## src/rtl/rilk_pkg.sv

```systemverilog
package rilk_pkg;

  typedef enum logic [2:0] {
    OP_ALU    = 3'd0,
    OP_LOAD   = 3'd1,
    OP_BRANCH = 3'd2,
    OP_IMUL   = 3'd3,
    OP_IDIV   = 3'd4,
    OP_FADD   = 3'd5,
    OP_FMUL   = 3'd6,
    OP_FDIV   = 3'd7
  } op_e;

  localparam int NUM_UNITS = 4;
  localparam int UNIT_W    = 2;

  function automatic logic is_long(op_e op);
    return (op == OP_IMUL) || (op == OP_IDIV) || (op == OP_FADD) ||
           (op == OP_FMUL) || (op == OP_FDIV);
  endfunction

  // multiply and divide share unit 0
  function automatic logic [UNIT_W-1:0] unit_of(op_e op);
    case (op)
      OP_FADD: return 2'd1;
      OP_FMUL: return 2'd2;
      OP_FDIV: return 2'd3;
      default: return 2'd0;
    endcase
  endfunction

  function automatic int max2(int a, int b);
    return (a > b) ? a : b;
  endfunction

endpackage

```

## src/rtl/rilk_unit.sv

```systemverilog
module rilk_unit #(
  parameter int CNT_W = 6,
  parameter int TAG_W = 6
) (
  input  logic             clk,
  input  logic             rst,
  input  logic             start,
  input  logic [CNT_W-1:0] lat_m1,
  input  logic [TAG_W-1:0] start_tag,
  output logic             busy,
  output logic             rel,
  output logic [TAG_W-1:0] rel_tag
);

  logic [CNT_W-1:0] cnt;
  logic [TAG_W-1:0] tag;

  always_ff @(posedge clk) begin
    if (rst) begin
      cnt <= '0;
      tag <= '0;
    end else if (start) begin
      cnt <= lat_m1;
      tag <= start_tag;
    end else if (cnt != '0) begin
      cnt <= cnt - CNT_W'(1);
    end
  end

  assign busy    = (cnt != '0);
  assign rel     = (cnt == CNT_W'(1));
  assign rel_tag = tag;

  p_start_free_r5: assert property (@(posedge clk) disable iff (rst)
    start |-> (cnt == '0))
    else $error("unit started while counting");

  p_countdown_r3: assert property (@(posedge clk) disable iff (rst)
    (cnt != '0) |=> (cnt == $past(cnt) - CNT_W'(1)))
    else $error("unit countdown skipped");

  p_release_idle_r3: assert property (@(posedge clk) disable iff (rst)
    rel |=> !busy)
    else $error("unit busy after release");

endmodule

```

## src/rtl/rilk_regboard.sv

```systemverilog
module rilk_regboard #(
  parameter int TAG_W     = 6,
  parameter int NUM_UNITS = 4
) (
  input  logic                            clk,
  input  logic                            rst,
  input  logic                            set_en,
  input  logic [TAG_W-1:0]                set_tag,
  input  logic [NUM_UNITS-1:0]            rel_vec,
  input  logic [NUM_UNITS-1:0][TAG_W-1:0] rel_tags,
  input  logic [TAG_W-1:0]                src_a,
  input  logic [TAG_W-1:0]                src_b,
  input  logic [TAG_W-1:0]                dst,
  output logic                            hit_a,
  output logic                            hit_b,
  output logic                            hit_d
);

  localparam int NUM_REGS = 1 << TAG_W;

  logic [NUM_REGS-1:0] pend;

  for (genvar i = 0; i < NUM_REGS; i++) begin : g_reg
    if (i == 0) begin : g_zero
      assign pend[i] = 1'b0;
    end else begin : g_live
      logic p;
      logic clr;
      always_comb begin
        clr = 1'b0;
        for (int u = 0; u < NUM_UNITS; u++) begin
          if (rel_vec[u] && (rel_tags[u] == TAG_W'(i))) clr = 1'b1;
        end
      end
      always_ff @(posedge clk) begin
        if (rst)                                   p <= 1'b0;
        else if (set_en && (set_tag == TAG_W'(i))) p <= 1'b1;
        else if (clr)                              p <= 1'b0;
      end
      assign pend[i] = p;
    end
  end

  assign hit_a = pend[src_a];
  assign hit_b = pend[src_b];
  assign hit_d = pend[dst];

  p_set_fresh_r6: assert property (@(posedge clk) disable iff (rst)
    (set_en && (set_tag != '0)) |-> !pend[set_tag])
    else $error("register marked pending twice");

endmodule

```

## src/rtl/rilk_ldpipe.sv

```systemverilog
module rilk_ldpipe #(
  parameter int TAG_W = 6,
  parameter int DEPTH = 1
) (
  input  logic             clk,
  input  logic             rst,
  input  logic             hold,
  input  logic             push,
  input  logic [TAG_W-1:0] push_tag,
  input  logic [TAG_W-1:0] src_a,
  input  logic [TAG_W-1:0] src_b,
  output logic             hit
);

  // index k holds the load of age k+1
  logic [DEPTH-1:0]            v;
  logic [DEPTH-1:0][TAG_W-1:0] t;

  always_ff @(posedge clk) begin
    if (rst) begin
      v <= '0;
      t <= '0;
    end else if (!hold) begin
      v[0] <= push;
      t[0] <= push_tag;
      for (int k = 1; k < DEPTH; k++) begin
        v[k] <= v[k-1];
        t[k] <= t[k-1];
      end
    end
  end

  // age 1 is the unchecked slot; ages 2..DEPTH interlock
  always_comb begin
    hit = 1'b0;
    for (int k = 0; k < DEPTH; k++) begin
      if ((k > 0) && v[k] && ((t[k] == src_a) || (t[k] == src_b))) hit = 1'b1;
    end
  end

  p_hold_stable_r8: assert property (@(posedge clk) disable iff (rst)
    hold |=> (v == $past(v)))
    else $error("load ages moved during miss hold");

endmodule

```

## src/rtl/result_interlock.sv

```systemverilog
module result_interlock #(
  parameter int TAG_W    = 6,
  parameter int LAT_IMUL = 6,
  parameter int LAT_IDIV = 35,
  parameter int LAT_FADD = 2,
  parameter int LAT_FMUL = 5,
  parameter int LAT_FDIV = 19,
  parameter int LOAD_LAT = 1
) (
  input  logic             clk,
  input  logic             rst,
  input  logic             id_valid,
  input  logic [2:0]       id_op,
  input  logic [TAG_W-1:0] id_src_a,
  input  logic [TAG_W-1:0] id_src_b,
  input  logic [TAG_W-1:0] id_dst,
  input  logic             dc_miss,
  input  logic             dc_refill_done,
  output logic             freeze
);
  import rilk_pkg::*;

  localparam int MAX_LAT = max2(max2(max2(LAT_IMUL, LAT_IDIV), max2(LAT_FADD, LAT_FMUL)), LAT_FDIV);
  localparam int CNT_W   = $clog2(MAX_LAT + 1);

  op_e               op;
  logic              long_op;
  logic [UNIT_W-1:0] unit_sel;
  logic [CNT_W-1:0]  lat_m1;

  assign op       = op_e'(id_op);
  assign long_op  = is_long(op);
  assign unit_sel = unit_of(op);

  always_comb begin
    case (op)
      OP_IMUL: lat_m1 = CNT_W'(LAT_IMUL - 1);
      OP_IDIV: lat_m1 = CNT_W'(LAT_IDIV - 1);
      OP_FADD: lat_m1 = CNT_W'(LAT_FADD - 1);
      OP_FMUL: lat_m1 = CNT_W'(LAT_FMUL - 1);
      OP_FDIV: lat_m1 = CNT_W'(LAT_FDIV - 1);
      default: lat_m1 = '0;
    endcase
  end

  // miss hold
  logic miss_q;
  logic miss_frz;

  assign miss_frz = (dc_miss | miss_q) & ~dc_refill_done;

  always_ff @(posedge clk) begin
    if (rst) miss_q <= 1'b0;
    else     miss_q <= miss_frz;
  end

  // hazards
  logic                            issue;
  logic                            hit_a, hit_b, hit_d, ld_hit;
  logic                            hazard;
  logic [NUM_UNITS-1:0]            start_vec, busy_vec, rel_vec;
  logic [NUM_UNITS-1:0][TAG_W-1:0] rel_tags;

  assign hazard = id_valid & (hit_a | hit_b | hit_d | ld_hit |
                              (long_op & busy_vec[unit_sel]));
  assign freeze = miss_frz | hazard;
  assign issue  = id_valid & ~freeze;

  for (genvar u = 0; u < NUM_UNITS; u++) begin : g_unit
    assign start_vec[u] = issue & long_op & (unit_sel == UNIT_W'(u));
    rilk_unit #(
      .CNT_W (CNT_W),
      .TAG_W (TAG_W)
    ) u_trk (
      .clk       (clk),
      .rst       (rst),
      .start     (start_vec[u]),
      .lat_m1    (lat_m1),
      .start_tag (id_dst),
      .busy      (busy_vec[u]),
      .rel       (rel_vec[u]),
      .rel_tag   (rel_tags[u])
    );
  end

  rilk_regboard #(
    .TAG_W     (TAG_W),
    .NUM_UNITS (NUM_UNITS)
  ) u_board (
    .clk      (clk),
    .rst      (rst),
    .set_en   (issue & long_op),
    .set_tag  (id_dst),
    .rel_vec  (rel_vec),
    .rel_tags (rel_tags),
    .src_a    (id_src_a),
    .src_b    (id_src_b),
    .dst      (id_dst),
    .hit_a    (hit_a),
    .hit_b    (hit_b),
    .hit_d    (hit_d)
  );

  rilk_ldpipe #(
    .TAG_W (TAG_W),
    .DEPTH (LOAD_LAT)
  ) u_ld (
    .clk      (clk),
    .rst      (rst),
    .hold     (miss_frz),
    .push     (issue & (op == OP_LOAD) & (id_dst != '0)),
    .push_tag (id_dst),
    .src_a    (id_src_a),
    .src_b    (id_src_b),
    .hit      (ld_hit)
  );

  p_miss_hold_r10: assert property (@(posedge clk) disable iff (rst)
    (dc_miss && !dc_refill_done) |=> (freeze || dc_refill_done))
    else $error("miss hold dropped early");

endmodule

```

## config.mk

```make
export PLATFORM = sky130hd
export DESIGN_NAME = result_interlock
export DESIGN_NICKNAME = d
export VERILOG_FILES = /design/src/rtl/rilk_pkg.sv /design/src/rtl/rilk_unit.sv /design/src/rtl/rilk_regboard.sv /design/src/rtl/rilk_ldpipe.sv /design/src/rtl/result_interlock.sv
export SDC_FILE = /design/constraint.sdc
export NUM_CORES = 1
export LEC_CHECK = 0
export BUFFER_PORTS_ARGS = -buffer_cell sky130_fd_sc_hd__buf_2
export CORE_AREA = 2 2 133 135
export CTS_CLUSTER_SIZE = 30
export DETAILED_ROUTE_END_ITERATION = 7
export DIE_AREA = 0 0 135 137
export GPL_TIMING_DRIVEN = 0
export PLACE_DENSITY = 0.66
export SKIP_LAST_GASP = 1
export SLEW_MARGIN = 0
export SYNTH_ARGS = -nofsm -noshare
export SYNTH_HDL_FRONTEND = slang
export SYNTH_HIERARCHICAL = 1
export SYNTH_SLANG_ARGS = --single-unit
```

## constraint.sdc

```tcl
create_clock -name clk -period 5.3 [get_ports clk]
set_input_delay 0.795 -clock clk [delete_from_list [all_inputs] [get_ports clk]]
set_output_delay 0.795 -clock clk [all_outputs]
set_load 0.02 [all_outputs]
```

**Word level (Yosys, flattened, before mapping)**

Cells that the tools add are included.
Widths: inputs -> output; s select.

- Input bits: 26
- Logic and storage cells: 1,210
- Output and inout bits: 1
- Flip-flop bits (word level): 112

- Add/subtract/negate cells: 4
- Mux-type cells: 396
- Bitwise gates (word level): 16
- Order comparisons: 4
- Eq/ne operators: 327
- Reductions and logical operators: 391

Operator list:

| operator | number |
|---|---|
| $eq 6x6->1 const B | 160 |
| $eq 6x5->1 const B | 80 |
| $mux 1 | 382 |
| $logic_and 1x1->1 | 315 |
| $eq 6x4->1 const B | 40 |
| $reduce_bool 2->1 | 67 |
| $eq 6x3->1 const B | 20 |
| $eq 6x2->1 const B | 10 |
| $eq 6x1->1 const B | 9 |
| $mux 6 | 8 |
| $pmux 6 s5 | 1 |
| $reduce_bool 6->1 | 4 |
| $sub 6x1->6 const B | 4 |
| $lt 6x7->1 const B | 3 |
| $bmux 1 s6 | 3 |
| $eq 3x3->1 const B | 4 |
| $and 1x1->1 | 9 |
| $pmux 2 s3 | 1 |
| $or 1x1->1 | 5 |
| $eq 2x2->1 const B | 2 |
| $logic_or 1x1->1 | 4 |
| $eq 3x2->1 const B | 1 |
| $lt 2x3->1 const B | 1 |
| $bmux 1 s2 | 1 |
| other kinds (3) | 4 |

**Longest topological paths before layout**

- Word-level depth: 14
- Mapped depth: 17
- Depth with buffers taken out: 12

**Modules after synthesis**

Netlist, hierarchy kept.

By module, submodules not included:

| module | area an instance (um^2) | times used | cells each | sequential area each (um^2) |
|---|---|---|---|---|
| rilk_regboard | 5,760.5 | 1 | 745 | 1,261.2 |
| rilk_unit | 601.8 | 4 | 65 | 240.2 |
| result_interlock | 329.1 | 1 | 47 | 20.0 |
| rilk_ldpipe | 11.3 | 1 | 2 | 0.0 |

**Least setup slack after synthesis**

No wires, ideal clock.

- Kind: in2reg
- Start: input port id_dst[0]
- End: register u_board.g_reg[1].g_live.p
- Buffers on the path: 3
- Stages: 13
- Setup time: 0.071 ns
- Path slack: 0.945 ns
- Data required time: 5.229 ns
- Arrival time: 4.284 ns
- Cells stage by stage: buf_2 > mux4_2 > mux2_2 > a2111oi_2 > nor3_1 > or4_4 > or2_0 > buf_6 > nor4_2 > nor3b_1 > clkbuf_1 > nand2_1 > a21oi_1

- Longest elaborated chain between the ends: 11
- Elaborated cells between the ends (all ways): 13
- Classes of those cells: eq/ne (1); mux (3); bitwise (7); reduce/logical (2)

RTL lines:

| item | line | text |
|---|---|---|
| from (decl) | result_interlock.sv:16 | `input logic [TAG_W-1:0] id_dst,` |
| $bmux 1 s6 (*) | rilk_regboard.sv:46 | `assign hit_d = pend[dst];` |
| $mux 1 (not written as such) (*) | rilk_regboard.sv:46 |  |
| via hit_d | result_interlock.sv:59 | `logic hit_a, hit_b, hit_d, ld_hit;` |
| $or 1x1->1 (*) (2 in series) | result_interlock.sv:64 | `assign hazard = id_valid & (hit_a \| hit_b \| hit_d \| ld_hit \|` |
| $and 1x1->1 (*) | result_interlock.sv:64 |  |
| $or 1x1->1 (*) | result_interlock.sv:66 | `assign freeze = miss_frz \| hazard;` |
| $not 1->1 (*) | result_interlock.sv:67 | `assign issue = id_valid & ~freeze;` |
| $and 1x1->1 (*) | result_interlock.sv:67 |  |
| $and 1x1->1 (*) | result_interlock.sv:92 | `.set_en (issue & long_op),` |
| $logic_and 1x1->1 (*) | rilk_regboard.sv:37 | `else if (set_en && (set_tag == TAG_W'(i))) p <= 1'b1;` |
| $mux 1 or $reduce_bool 2->1 (tied branches) | -- |  |
| to (signal assigned) | rilk_regboard.sv:36 | `if (rst) p <= 1'b0;` |
| to (signal assigned) | rilk_regboard.sv:37 |  |
| to (signal assigned) | rilk_regboard.sv:38 | `else if (clr) p <= 1'b0;` |
| to (decl) | rilk_regboard.sv:27 | `logic p;` |

Mark *: on every way through the listed nets, which the timed path passes. The rest lies on a longest branch. The select of a mux whose other input is x is not followed.
A chain may end at the register's enable or synchronous reset.

**Worst setup path in the final report**

- Start: input port id_dst[0]
- End: register u_board.g_reg[56].g_live.p

- Longest elaborated chain between the ends: 11
- Elaborated cells between the ends (all ways): 13
- Classes of those cells: eq/ne (1); mux (3); bitwise (7); reduce/logical (2)

RTL lines:

| item | line |
|---|---|
| $bmux 1 s6 (*) | rilk_regboard.sv:46 |
| $mux 1 (not written as such) (*) | rilk_regboard.sv:46 |
| via hit_d | result_interlock.sv:59 |
| $or 1x1->1 (*) (2 in series) | result_interlock.sv:64 |
| $and 1x1->1 (*) | result_interlock.sv:64 |
| $or 1x1->1 (*) | result_interlock.sv:66 |
| $not 1->1 (*) | result_interlock.sv:67 |
| $and 1x1->1 (*) | result_interlock.sv:67 |
| $and 1x1->1 (*) | result_interlock.sv:92 |
| $logic_and 1x1->1 (*) | rilk_regboard.sv:37 |
| $mux 1 or $reduce_bool 2->1 (tied branches) | -- |
| to (signal assigned) | rilk_regboard.sv:36 |
| to (signal assigned) | rilk_regboard.sv:37 |
| to (signal assigned) | rilk_regboard.sv:38 |
| to (decl) | rilk_regboard.sv:27 |

Marks and branches as above.

==> flow_summary.yaml <==
run_status:
  run_status: "finished, final reports clean"
sta:
  final.setup_skew_ps: 15.5
  worst_slew_pin_slew_ps: 799
  crit_path_time_final_ps: 5120
  setup_viol: 0
  slew_viol_final: 0
  final_critical_path_setup_slack_ps: 179
  period_share_pct: 96.6
  timing.fmax_ghz: 0.195
  grt_setup_unrepaired: "false"
  total_count_of_hold_check_failures_in_the_final_report: 0
  worst_slew_margin_rel_pct: 46.7
final_layout:
  antenna_cells_inserted: 0
  drive_gt1_share_pct: 11.0
  multiInputGateArea_mm2: 0.00579
  final_nets: 1118
  num-fill-cells: 1685
  final_standard_cell_count_with_taps_included_and_fillers_excluded: 1313
  final_area_mm2: 0.00920
  area.sequential_mm2: 0.00224
  area.growth.synth_to_final_pct: 8.50
clock_tree:
  cts_htree_levels: 3
  clock_tree.buffer_depth: 2
  ctsHoldBuffers: 0
  cts_sinks: 112
  tritoncts: "built"
  clk_pin_slew_worst_paths_ps: 80
  cts_root_buffer: "sky130_fd_sc_hd__clkbuf_16"
  cts_buffers: 9
  post_cts.resized_instances: 6
  clk-insertion-delay-late_ps: 370
  postCtsSetupRepairBufs: 0
placed_design:
  detailed_place.area_mm2: 0.00887
  routabilityCongestion: 1.07
  numPortBuffers: 21
  pre_cts_ws_ps: -681
  dp.final_hpwl_um: 25000
  post-place-cells: 1299
drt:
  routed_wire_length_um: 33800
  avgRoutedWirePerCell_um: 25.8
  drt_pass1_iterations: 7
  routed-via-count: 9139
  remaining_drc_errors: 0
  vias_per_cell: 6.96
  initialDrtViolationCount: 1492
  ant_nets: 0
floorplanning:
  num_io_pins: 27
  die_height_um: 137
  core.rowCount: 48
  floorplan.core_area_mm2: 0.0171
  total_die_area_mm2: 0.0185
  chipWidth_um: 135
  start_util_pct: 49.7
setup_path:
  critical_path.reg2reg.endpoint: "u_board/g_reg[56].g_live.p"
  count_of_cells_along_the_worst_register_to_register_path: 14
  worst_ep_arrival_time_ps: 5410
  worst-endpoint-required_ps: 5590
  beginning_of_the_worst_register_to_register_path: "u_board/g_reg[23].g_live.p"
  worstPathCellList: "buf_2, buf_2, mux4_2, mux2_2, a2111oi_2, nor3_1, or4_4, or2_0, buf_6, nor4_4, and3_1, clkbuf_1, clkbuf_4, nand2_1, a21oi_1"
  cp_slowest_stage_delay_ps: 570
  path_class: "in2reg"
  crit_slowest_cell: "sky130_fd_sc_hd__or4_4"
  critPathMaxFanout: 12
  cpMostUsedCell: "sky130_fd_sc_hd__buf_2"
  cp-start-kind: "input port"
  worst-r2r-setup-slack_ps: 940
  critical_path.endpoint_type: "flip-flop"
power_and_ir_drop:
  worst_ir_drop_vdd_uv: 242
  p_seq_share_pct: 38.7
  cellLeakagePower_nw: 2.79
  p_int_mw: 1.62
  switchingPower_mw: 0.967
  clk_network_pwr_share_pct: 27.8
  pwr-share-comb_pct: 33.6
  netSwitchingFraction_pct: 37.3
  power_density_mw_per_mm2: 281
global_route:
  first_pass_grt_wire_length_um: 50500
  pin_count_of_the_biggest_net_entering_global_routing: 20
  vias_in_the_first_global_route: 8392
  initial_antenna_violation_count: 0
  grtUsageTotal_pct: 36.9
  grt_remaining_overflow: 0
synth:
  gate_count_after_technology_mapping: 1050
  synthesis.area_mm2: 0.00848
  synthesis.yosys.warnings: 6
  average_cell_area_after_synthesis_um2: 8.07
worst_hold_path:
  hold-path-cell-count: 2
  worst_hold_path_type: "reg2reg"
  hold_wc_startpoint: "g_unit[3].u_trk/rel_tag[1]"
  endpoint_of_the_worst_hold_timing_path: "g_unit[3].u_trk/rel_tag[1]"
run:
  maxCapViolCount: 0
==> stage by stage <==
step	hold slack, ps	utilization (%)	setup TNS [ps]	power, mW
2_1_floorplan	458	-	0	1.63
3_3_place_gp	474	52.0	-23330	1.85
3_5_place_dp	479	52.0	-25870	1.86
4_1_cts	502	53.9	0	2.58
5_1_grt	538	53.9	0	2.71
6_report	500	53.9	0	2.59
==> state kept, by name, indices dropped and copies added, names as in the netlist <==
signal / flops
g_unit.u_trk/cnt: 24
g_unit.u_trk/rel_tag: 24
miss_q: 1
u_board/g.g_live.p: 63
==> worst max path at each step <==
stage                   start  slack, ps                    endpoint  depth (start not counted)
global route        id_dst[0]         20  g_unit[1].u_trk/rel_tag[5]                         14
finish              id_dst[0]        180  u_board/g_reg[56].g_live.p                         15
floorplan           id_dst[0]        950   u_board/g_reg[1].g_live.p                         13
detailed placement  id_dst[0]       -680   u_board/g_reg[5].g_live.p                         16
global placement    id_dst[0]       -640   u_board/g_reg[5].g_live.p                         16
CTS                 id_dst[0]        140  u_board/g_reg[19].g_live.p                         17
==> power groups by stage <==
stage / Sequential, mW / Clock [mW] / Combinational, mW
floorplan: 0.998 / 0 / 0.635
global placement: 1.02 / 0 / 0.833
detailed placement: 1.02 / 0 / 0.843
CTS: 0.999 / 0.727 / 0.850
global route: 1.01 / 0.754 / 0.942
finish: 1.00 / 0.719 / 0.869
==> metal layers <==
metal,track usage (%),routed length [µm],part of all wire (%),up-vias
li1,-,-,-,4020
met1,53.4,14100,42,4374
met2,52.3,13900,41,625
met3,8.22,4340,13,120
met4,16.3,1550,4.6,0
met5,0,0,0,-
==> area by class of cell <==
type                            instances  area share, %
Clock inverter                          4          0.517
Sequential cell                       112           24.4
Clock buffer                           11           2.75
Multi-Input combinational cell        825           63.0
Timing Repair Buffer                   21           1.14
Buffer                                 85           3.97
Inverter                               30           1.22
Tap cell                              225           3.06
==> worst max-delay path: cells and delay by family <==
kind,cells,cell delay (ps)
and+or+nand+nor,6,1680
buffers and inverters,5,1570
muxes,2,850
AOI/OAI and AO/OA,2,510
==> cell usage in the layout (no fill, tap or decap), types with 7 or more instances in the layout <==
cell,n
sky130_fd_sc_hd__buf_2,32
sky130_fd_sc_hd__o31a_1,9
sky130_fd_sc_hd__nand4b_1,17
sky130_fd_sc_hd__nor2b_1,16
sky130_fd_sc_hd__inv_1,30
sky130_fd_sc_hd__clkbuf_16,9
sky130_fd_sc_hd__ha_1,8
sky130_fd_sc_hd__dfxtp_1,112
sky130_fd_sc_hd__mux2i_1,54
sky130_fd_sc_hd__nand2b_1,7
sky130_fd_sc_hd__or3_1,38
sky130_fd_sc_hd__a21oi_1,45
sky130_fd_sc_hd__o21ai_0,39
sky130_fd_sc_hd__nor3_1,13
sky130_fd_sc_hd__nand3b_1,21
sky130_fd_sc_hd__nand3_1,21
sky130_fd_sc_hd__clkbuf_1,56
sky130_fd_sc_hd__o22ai_1,86
sky130_fd_sc_hd__nor2_1,144
sky130_fd_sc_hd__mux4_2,37
sky130_fd_sc_hd__a22oi_1,25
sky130_fd_sc_hd__a211oi_1,13
sky130_fd_sc_hd__nand2_1,93
sky130_fd_sc_hd__buf_1,10
(Power assumes the default switching activity.)
